**src/rtl/gpio_latch_pkg.sv**
```systemverilog
package gpio_latch_pkg;
  localparam int FLAG_W = 8;

  // register addresses
  localparam logic [3:0] RA_DAT_B   = 4'd0;
  localparam logic [3:0] RA_DAT_A   = 4'd1;
  localparam logic [3:0] RA_DIR_B   = 4'd2;
  localparam logic [3:0] RA_DIR_A   = 4'd3;
  localparam logic [3:0] RA_AUX     = 4'd11;
  localparam logic [3:0] RA_PCTL    = 4'd12;
  localparam logic [3:0] RA_DAT_A_Q = 4'd15;

  // peripheral-control bit positions
  localparam int PC_A1_POL = 0;
  localparam int PC_A2_IND = 1;
  localparam int PC_A2_POL = 2;
  localparam int PC_A2_OUT = 3;
  localparam int PC_B1_POL = 4;
  localparam int PC_B2_POL = 6;
  localparam int PC_B2_OUT = 7;

  // flag bit positions
  localparam int FL_A2 = 0;
  localparam int FL_A1 = 1;
  localparam int FL_B2 = 3;
  localparam int FL_B1 = 4;

  // control line indices
  localparam int LN_A1 = 0;
  localparam int LN_A2 = 1;
  localparam int LN_B1 = 2;
  localparam int LN_B2 = 3;
  localparam int LN_N  = 4;
endpackage

```
**src/rtl/gpio_ctl_sync.sv**
```systemverilog
module gpio_ctl_sync #(
  parameter int STAGES = 2
) (
  input  logic clk,
  input  logic rst,
  input  logic pin_i,
  input  logic rise_sel,
  output logic pulse_o
);
  logic [STAGES-1:0] chain;
  logic              prev;
  logic              settled;

  always_ff @(posedge clk) begin
    if (rst) begin
      chain <= '0;
      prev  <= 1'b0;
    end else begin
      chain[0] <= pin_i;
      for (int i = 1; i < STAGES; i++) chain[i] <= chain[i-1];
      prev <= chain[STAGES-1];
    end
  end

  assign settled = chain[STAGES-1];
  assign pulse_o = rise_sel ? (settled & ~prev) : (~settled & prev);

  // an edge yields a single-cycle pulse
  p_single_pulse_r6: assert property (@(posedge clk) disable iff (rst)
    pulse_o |=> !pulse_o);
endmodule

```
**src/rtl/gpio_port_bank.sv**
```systemverilog
module gpio_port_bank #(
  parameter int DW = 8
) (
  input  logic          clk,
  input  logic          rst,
  input  logic          wr_out,
  input  logic          wr_dir,
  input  logic [DW-1:0] wdata,
  input  logic [DW-1:0] pins_i,
  input  logic          cap_i,
  input  logic          latch_en,
  output logic [DW-1:0] out_o,
  output logic [DW-1:0] oe_o,
  output logic [DW-1:0] rdata_o
);
  logic [DW-1:0] out_q, dir_q, cap_q;
  logic [DW-1:0] in_src;
  logic          take;

  assign take = cap_i & latch_en;

  always_ff @(posedge clk) begin
    if (rst) begin
      out_q <= '0;
      dir_q <= '0;
      cap_q <= '0;
    end else begin
      if (wr_out) out_q <= wdata;
      if (wr_dir) dir_q <= wdata;
      if (take)   cap_q <= pins_i;
    end
  end

  assign in_src  = latch_en ? cap_q : pins_i;
  assign rdata_o = (out_q & dir_q) | (in_src & ~dir_q);
  assign out_o   = out_q;
  assign oe_o    = dir_q;

  // the capture register only moves on a capture strobe
  p_cap_hold_r7: assert property (@(posedge clk) disable iff (rst)
    !$stable(cap_q) |-> $past(cap_i && latch_en));
  // a direction write shows on the enables next cycle
  p_dir_write_r2: assert property (@(posedge clk) disable iff (rst)
    wr_dir |=> oe_o == $past(wdata));
endmodule

```
**src/rtl/gpio_latch_port.sv**
```systemverilog
module gpio_latch_port
  import gpio_latch_pkg::*;
#(
  parameter int DW          = 8,
  parameter int SYNC_STAGES = 2
) (
  input  logic              clk,
  input  logic              rst,
  input  logic              bus_sel,
  input  logic              bus_wr,
  input  logic              bus_rd,
  input  logic [3:0]        bus_addr,
  input  logic [DW-1:0]     bus_wdata,
  output logic [DW-1:0]     bus_rdata,
  input  logic [DW-1:0]     pa_in,
  output logic [DW-1:0]     pa_out,
  output logic [DW-1:0]     pa_oe,
  input  logic [DW-1:0]     pb_in,
  output logic [DW-1:0]     pb_out,
  output logic [DW-1:0]     pb_oe,
  input  logic              ca1,
  input  logic              ca2,
  input  logic              cb1,
  input  logic              cb2,
  output logic [FLAG_W-1:0] irq_set,
  output logic [FLAG_W-1:0] irq_clr
);
  localparam logic [DW-1:0] AUX_MASK = DW'(3);

  logic          wr_en, acc_en, hit_a;
  logic [DW-1:0] aux_q, pctl_q;
  logic [DW-1:0] rd_a, rd_b;
  logic [LN_N-1:0] ln_raw, ln_pol, ln_pulse;

  assign wr_en  = bus_sel & bus_wr;
  assign acc_en = bus_sel & (bus_wr | bus_rd);
  assign hit_a  = acc_en & (bus_addr == RA_DAT_A);

  always_ff @(posedge clk) begin
    if (rst) begin
      aux_q  <= '0;
      pctl_q <= '0;
    end else if (wr_en) begin
      if (bus_addr == RA_AUX)  aux_q  <= bus_wdata & AUX_MASK;
      if (bus_addr == RA_PCTL) pctl_q <= bus_wdata;
    end
  end

  // control-line synchronisers and edge detectors
  assign ln_raw[LN_A1] = ca1;
  assign ln_raw[LN_A2] = ca2;
  assign ln_raw[LN_B1] = cb1;
  assign ln_raw[LN_B2] = cb2;
  assign ln_pol[LN_A1] = pctl_q[PC_A1_POL];
  assign ln_pol[LN_A2] = pctl_q[PC_A2_POL];
  assign ln_pol[LN_B1] = pctl_q[PC_B1_POL];
  assign ln_pol[LN_B2] = pctl_q[PC_B2_POL];

  for (genvar g = 0; g < LN_N; g++) begin : g_line
    gpio_ctl_sync #(.STAGES(SYNC_STAGES)) u_sync (
      .clk      (clk),
      .rst      (rst),
      .pin_i    (ln_raw[g]),
      .rise_sel (ln_pol[g]),
      .pulse_o  (ln_pulse[g])
    );
  end

  always_comb begin
    irq_set        = '0;
    irq_set[FL_A1] = ln_pulse[LN_A1];
    irq_set[FL_A2] = ln_pulse[LN_A2] & ~pctl_q[PC_A2_OUT];
    irq_set[FL_B1] = ln_pulse[LN_B1];
    irq_set[FL_B2] = ln_pulse[LN_B2] & ~pctl_q[PC_B2_OUT];
    irq_clr        = '0;
    irq_clr[FL_A1] = hit_a;
    irq_clr[FL_A2] = hit_a & ~pctl_q[PC_A2_IND];
  end

  gpio_port_bank #(.DW(DW)) u_port_a (
    .clk      (clk),
    .rst      (rst),
    .wr_out   (wr_en & ((bus_addr == RA_DAT_A) | (bus_addr == RA_DAT_A_Q))),
    .wr_dir   (wr_en & (bus_addr == RA_DIR_A)),
    .wdata    (bus_wdata),
    .pins_i   (pa_in),
    .cap_i    (ln_pulse[LN_A1]),
    .latch_en (aux_q[0]),
    .out_o    (pa_out),
    .oe_o     (pa_oe),
    .rdata_o  (rd_a)
  );

  gpio_port_bank #(.DW(DW)) u_port_b (
    .clk      (clk),
    .rst      (rst),
    .wr_out   (wr_en & (bus_addr == RA_DAT_B)),
    .wr_dir   (wr_en & (bus_addr == RA_DIR_B)),
    .wdata    (bus_wdata),
    .pins_i   (pb_in),
    .cap_i    (ln_pulse[LN_B1]),
    .latch_en (aux_q[1]),
    .out_o    (pb_out),
    .oe_o     (pb_oe),
    .rdata_o  (rd_b)
  );

  always_comb begin
    case (bus_addr)
      RA_DAT_B:               bus_rdata = rd_b;
      RA_DAT_A, RA_DAT_A_Q:   bus_rdata = rd_a;
      RA_DIR_B:               bus_rdata = pb_oe;
      RA_DIR_A:               bus_rdata = pa_oe;
      RA_AUX:                 bus_rdata = aux_q;
      RA_PCTL:                bus_rdata = pctl_q;
      default:                bus_rdata = '0;
    endcase
  end

  // everything idle right after reset
  p_reset_idle_r1: assert property (@(posedge clk) disable iff (rst)
    $past(rst) |-> (pa_oe == '0 && pb_oe == '0 && irq_set == '0));
  // port A output register follows a data write
  p_out_write_r3: assert property (@(posedge clk) disable iff (rst)
    (wr_en && bus_addr == RA_DAT_A_Q) |=> pa_out == $past(bus_wdata));
  // the quiet alias never clears flags
  p_alias_quiet_r9: assert property (@(posedge clk) disable iff (rst)
    (acc_en && bus_addr == RA_DAT_A_Q) |-> irq_clr == '0);
endmodule

```
**config.mk**
```make
export PLATFORM = sky130hd
export DESIGN_NAME = gpio_latch_port
export DESIGN_NICKNAME = d
export VERILOG_FILES = /design/src/rtl/gpio_latch_pkg.sv /design/src/rtl/gpio_ctl_sync.sv /design/src/rtl/gpio_port_bank.sv /design/src/rtl/gpio_latch_port.sv
export SDC_FILE = /design/constraint.sdc
export NUM_CORES = 1
export LEC_CHECK = 0
export CAP_MARGIN = 15
export CORE_MARGIN = 4
export CORE_UTILIZATION = 40
export CTS_BUF_LIST = sky130_fd_sc_hd__clkbuf_8 sky130_fd_sc_hd__clkbuf_16
export DETAILED_ROUTE_END_ITERATION = 7
export DONT_BUFFER_PORTS = 1
export PLACE_DENSITY = 0.63
export RECOVER_POWER = 25
export SLEW_MARGIN = 20
export SYNTH_ARGS = -nofsm -noshare
export SYNTH_HDL_FRONTEND = slang
export SYNTH_SLANG_ARGS = --single-unit
```
**constraint.sdc**
```tcl
create_clock -name clk -period 3 [get_ports clk]
set_clock_uncertainty 0.1 [all_clocks]
set_input_delay 0 -clock clk [delete_from_list [all_inputs] [get_ports clk]]
set_output_delay 0 -clock clk [all_outputs]
set_load 0.005 [all_outputs]
```
==> Word-level counts from Yosys, hierarchy flattened <==
Index checks and enable logic that the tools add are counted.
W data, S select, Z words.
{ "word_totals": {"ff_bits": 70, "inputBits": 37} }
{ "op_classes": {"n_eq_ne": 6, "mux": 7, "bitwise": 41, "n_reduce_logical": 4} }
{ "op_table": {"columns": ["cell", "count"], "rows": [
  ["$pmux W8 S6", 1],
  ["$and A8 B8 Y8", 4],
  ["$and A1 B1 Y1", 20],
  ["$mux W8", 2],
  ["$not A8 Y8", 2],
  ["$or A8 B8 Y8", 2],
  ["$eq A4 B4 Y1 const B", 3],
  ["$not A1 Y1", 11],
  ["$eq A4 B2 Y1 const B", 2],
  ["$eq A4 B1 Y1 const B", 1],
  ["$logic_not A4 Y1", 1],
  ["$mux W1", 4],
  ["$reduce_and A2 Y1", 2],
  ["$or A1 B1 Y1", 2],
  ["$reduce_or A2 Y1", 1]
]} }

==> Depth between registers and ports, before layout <==
{ "logic_depth": {"word_depth": 4, "ltp_mapped": 6, "ltp_nobuf": 4} }

==> By module <==
From an unflattened synthesis, not the netlist that was laid out.
{ "hier_totals": {"hier_cells": 402, "hier_area_um2": 3659.8} }
{ "modules_own_cells": {"columns": ["module", "instances", "cells_each", "area_per_inst_um2", "seq_area_each_um2"], "rows": [
  ["gpio_port_bank", 2, 113, 1102.3, 480.5],
  ["gpio_latch_port", 1, 140, 1049.8, 200.2],
  ["gpio_ctl_sync", 4, 9, 101.3, 60.1]
]} }

==> Worst setup path after synthesis <==
No wires, ideal clock.
{ "synth_timing": {"path_type": "reg2out", "startpoint": "reg aux_q[0]", "endpoint": "out bus_rdata[2]", "arrival_time_ns": 1.310, "required_ns": 2.900, "slack_ns": 1.590, "path_stages_with_launch": 6, "path_buffers": 1, "cell_sequence": "dfxtp_1 -> buf_2 -> mux2i_1 -> nor2_1 -> a32o_1 -> a211o_1"} }
{ "synth_between": {"elab_chain_cells": 4} }
{ "synth_lines": {"columns": ["element", "line", "rtl"], "rows": [
  ["start: declaration", "gpio_latch_port.sv:31", "logic [DW-1:0] aux_q, pctl_q;"],
  ["start signal: assignment", "gpio_latch_port.sv:44", "if (bus_addr == RA_AUX) aux_q <= bus_wdata & AUX_MASK;"],
  ["$mux W8", "gpio_port_bank.sv:34", "assign in_src = latch_en ? cap_q : pins_i;"],
  ["$and A8 B8 Y8", "gpio_port_bank.sv:35", "assign rdata_o = (out_q & dir_q) | (in_src & ~dir_q);"],
  ["$or A8 B8 Y8", "gpio_port_bank.sv:35", null],
  ["$pmux W8 S6", "gpio_latch_port.sv:109", "case (bus_addr)"],
  ["end: declaration", "gpio_latch_port.sv:14", "output logic [DW-1:0] bus_rdata,"]
]} }
No other way between the ends.

==> Worst setup path after layout <==
{ "layout_timing": {"startpoint": "in bus_wr", "endpoint": "reg u_port_a.out_q[1], in the netlist u_port_a.out_o[1]"} }
{ "layout_between": {"elab_chain_cells": 2} }
{ "layout_lines": {"columns": ["element", "line", "rtl"], "rows": [
  ["start: declaration", "gpio_latch_port.sv:10", "input logic bus_wr,"],
  ["$and A1 B1 Y1", "gpio_latch_port.sv:35", "assign wr_en = bus_sel & bus_wr;"],
  ["$and A1 B1 Y1", "gpio_latch_port.sv:83", ".wr_out (wr_en & ((bus_addr == RA_DAT_A) | (bus_addr == RA_DAT_A_Q))),"],
  ["end signal: assignment", "gpio_port_bank.sv:28", "if (wr_out) out_q <= wdata;"],
  ["end: declaration", "gpio_port_bank.sv:16", "logic [DW-1:0] out_q, dir_q, cap_q;"]
]} }
No other way between the ends.
A chain may end at the register's enable or synchronous reset.

==> flow_metrics.env <==
export IMPL_p_leak_nw=1.563
export IMPL_synthesis_area_sq_um=3369
export IMPL_grt_antenna_before_repair=0
export IMPL_r2r_setup_slack_ps=1360
export IMPL_grt_remaining_overflow=0
export IMPL_stdcell_area_sq_um=3953
export IMPL_synth_simple_gate_area_frac=0.1953
export IMPL_cp_cell_sequence="dlygate4sd3_1 > nand3_1 > dlygate4sd3_1 > a21oi_4 > mux2i_1 > dlygate4sd3_1 > nor2_1"
export IMPL_worst_pin_slew_ps=1421
export IMPL_routabilityCongestion=0.8267
export IMPL_core_area_sq_um=8217
export IMPL_finalPower_mw=1.934
export IMPL_h_tree_depth=3
export IMPL_clkLatencyLatePin_ps=350
export IMPL_start_util=0.4101
export IMPL_track_usage=0.1849
export IMPL_synth_top_family_by_area="multiplexers"
export IMPL_cts_sinks=70
export IMPL_ctsResizeCount=0
export IMPL_grt_max_degree=71
export IMPL_synth_mux_area_frac=0.2291
export IMPL_dieArea_sq_um=9956
export IMPL_startpoint_type="primary input"
export IMPL_peakVddDrop_v=0.0002577
export IMPL_arrival_ps=2490
export IMPL_drt_initial_drc_count=126
export IMPL_worst_setup_path_type="primary input to flop"
export IMPL_synth_main_ff_cell="dfxtp_1"
export IMPL_synthDistinctLibCells=40
export IMPL_die_h_microns=99.78
export IMPL_p_per_area_nw_per_um2=489.2
export IMPL_busiest_layer="met2"
export IMPL_fin_crit_ps=2401
export IMPL_slew_viol_final=0
export IMPL_avgRoutedWirePerCell_microns=17.92
export IMPL_post_route_period_util=0.8005
export IMPL_rows=33
export IMPL_cts_buffers=9
export IMPL_final_common_cell="mux2i_1"
export IMPL_cts_root_buf="clkbuf_8"
export IMPL_syn_area_per_cell_sq_um=9.156
export IMPL_portBuffers=0
export IMPL_synth_edf_count=0
export IMPL_ys_async_sr_fraction=0
export IMPL_placed_area_sq_um=3336
export IMPL_synth_xor_xnor_area_share=0
export IMPL_ys_warn_count=0
export IMPL_top_level_ports=93
export IMPL_status="complete, no violations"
export IMPL_drtPass1Iterations=4
export IMPL_n_fill_cell=788
export IMPL_grt_pass1_vias=2741
export IMPL_cap_violations=0
export IMPL_drc=0
export IMPL_synth_compound_area_frac=0.09952
export IMPL_drive_above_1_share=0.06801
export IMPL_max_freq_mhz=416.4
export IMPL_final_cell_mix="mux2i_1, nor2_1, dfxtp_1"
export IMPL_relSlewSlack=0.05268
export IMPL_synth_seq_cells=70
export IMPL_cts_buffer_depth=2
export IMPL_routed_wirelength_microns=8996
export IMPL_rsz0062_at_grt="no"
export IMPL_dieWidth_microns=99.78
export IMPL_seq_area_frac_synth=0.4159
export IMPL_synthAdderAreaFrac=0
export IMPL_vias_per_cell=5.482
export IMPL_grt_first_pass_wirelength_microns=14280
export IMPL_crit_fanout=8
export IMPL_tns_ps=0
export IMPL_n_antenna_cell=0
export IMPL_ant_nets=0
export IMPL_cpMostUsedCell="dlygate4sd3_1"
export IMPL_setup_viol=0
export IMPL_crit_path_max_incr_delay_ps=600
export IMPL_clk_pin_slew_ps=80
export IMPL_vias=2752
export IMPL_hold_path_class="primary input to flop"
export IMPL_required_ps=3090
export IMPL_nNetsFinal=429
export IMPL_grtUsageMet1=0.2209
export IMPL_use_met2=0.2960
export IMPL_area_delta_synth_final_pct=17.30
export IMPL_crit_path_end_kind="flop"
export IMPL_cts_tree="built"
export IMPL_use_met3=0.08826
export IMPL_hold_viol_final=0
export IMPL_dp_hpwl_microns=6176
export IMPL_cp_slowest_cell="dlygate4sd3_1"
export IMPL_syn_inst=368
## flip-flops by register name (all words and copies together), names as in the netlist
signal	cells
aux_q	2
g_line.u_sync.chain	8
g_line.u_sync.prev	4
pctl_q	8
u_port_a.cap_q	8
u_port_a.oe_o	8
u_port_a.out_o	8
u_port_b.cap_q	8
u_port_b.oe_o	8
u_port_b.out_o	8
## critical path, delay by kind of cell
family | cells | cell delay [ps]
buffers and inverters | 3 | 1750
muxes | 1 | 230
AOI/OAI and AO/OA | 1 | 380
and+or+nand+nor | 2 | 120
## cells by family (layout without fill, tap and decap cells)
kind of cell	after synthesis	in the layout
AOI/OAI and AO/OA	48	48
buffers and inverters	36	56
DFF	70	70
muxes	77	77
other	1	10
and+or+nand+nor	136	136
## per-layer routing
layer / wire [microns] / up-vias
li1: - / 1318
met1: 3662 / 1317
met2: 4272 / 106
met3: 947 / 11
met4: 114 / 0
met5: 0 / -
## report_power, final
part           internal (mW)  total [mW]  leakage (nW)  switching (mW)
Combinational         0.0660       0.138         0.891          0.0717
Sequential             0.940       0.949         0.566         0.00955
Clock                  0.470       0.847         0.106           0.376
Total                   1.48        1.93          1.56           0.458
## cell type report
class,count,area (sq um),share of cell area
Tap cell,105,131.4,0.03324
Timing Repair Buffer,40,395.4,0.1000
Sequential cell,70,1401,0.3545
Multi-Input combinational cell,271,1803,0.4562
Clock buffer,9,123.9,0.03134
Clock inverter,7,97.59,0.02469
## metrics by stage
step | util | hold WS (ps) | setup WS, ps | cells
after detailed placement | 0.4060 | -20.72 | 1285 | 446
after global placement | 0.4060 | -22.27 | 1289 | 446
after CTS | 0.4838 | 3.443 | 679.7 | 502
after global routing | 0.4810 | 37.57 | 497.3 | 502
after floorplan | - | 14.25 | 1590 | 377
final | 0.4810 | 12.87 | 598.6 | 502
## final timing paths
path	startpoint	endpoint	depth (start not counted)
max	bus_wr	u_port_a.out_o[1]$_SDFFE_PP0P_	7
min	bus_addr[0]	aux_q[0]$_SDFFE_PP0P_	4
max reg2reg	aux_q[1]$_SDFFE_PP0P_	u_port_b.cap_q[1]$_SDFFE_PP0P_	3
min reg2reg	g_line[0].u_sync.chain[0]$_SDFF_PP0_	g_line[0].u_sync.chain[1]$_SDFF_PP0_	1
## what timing repair did
item / in CTS / in global routing
hold buffers: 40 / 0
endpoints found under the hold margin: 70 / 0
setup buffers: 0 / 0
endpoints found under the setup margin: 0 / 0
## cells in the mapped netlist, types with 3 or more instances
cell      count  share of area
nand2_1      15          0.017
dfxtp_1      70           0.42
o21ai_0      14          0.021
o31ai_1       5          0.011
a21oi_1       7          0.010
a32o_1        7          0.021
clkbuf_1     15          0.017
a31oi_1       4         0.0074
nor2_1       74          0.082
buf_4        15          0.033
nand3_1      11          0.016
nor2b_1      12          0.022
buf_2         6         0.0089
a211o_1       5          0.013
nor3b_1       3         0.0067
mux2i_1      76           0.23
Power figures use the tool's default switching activity.
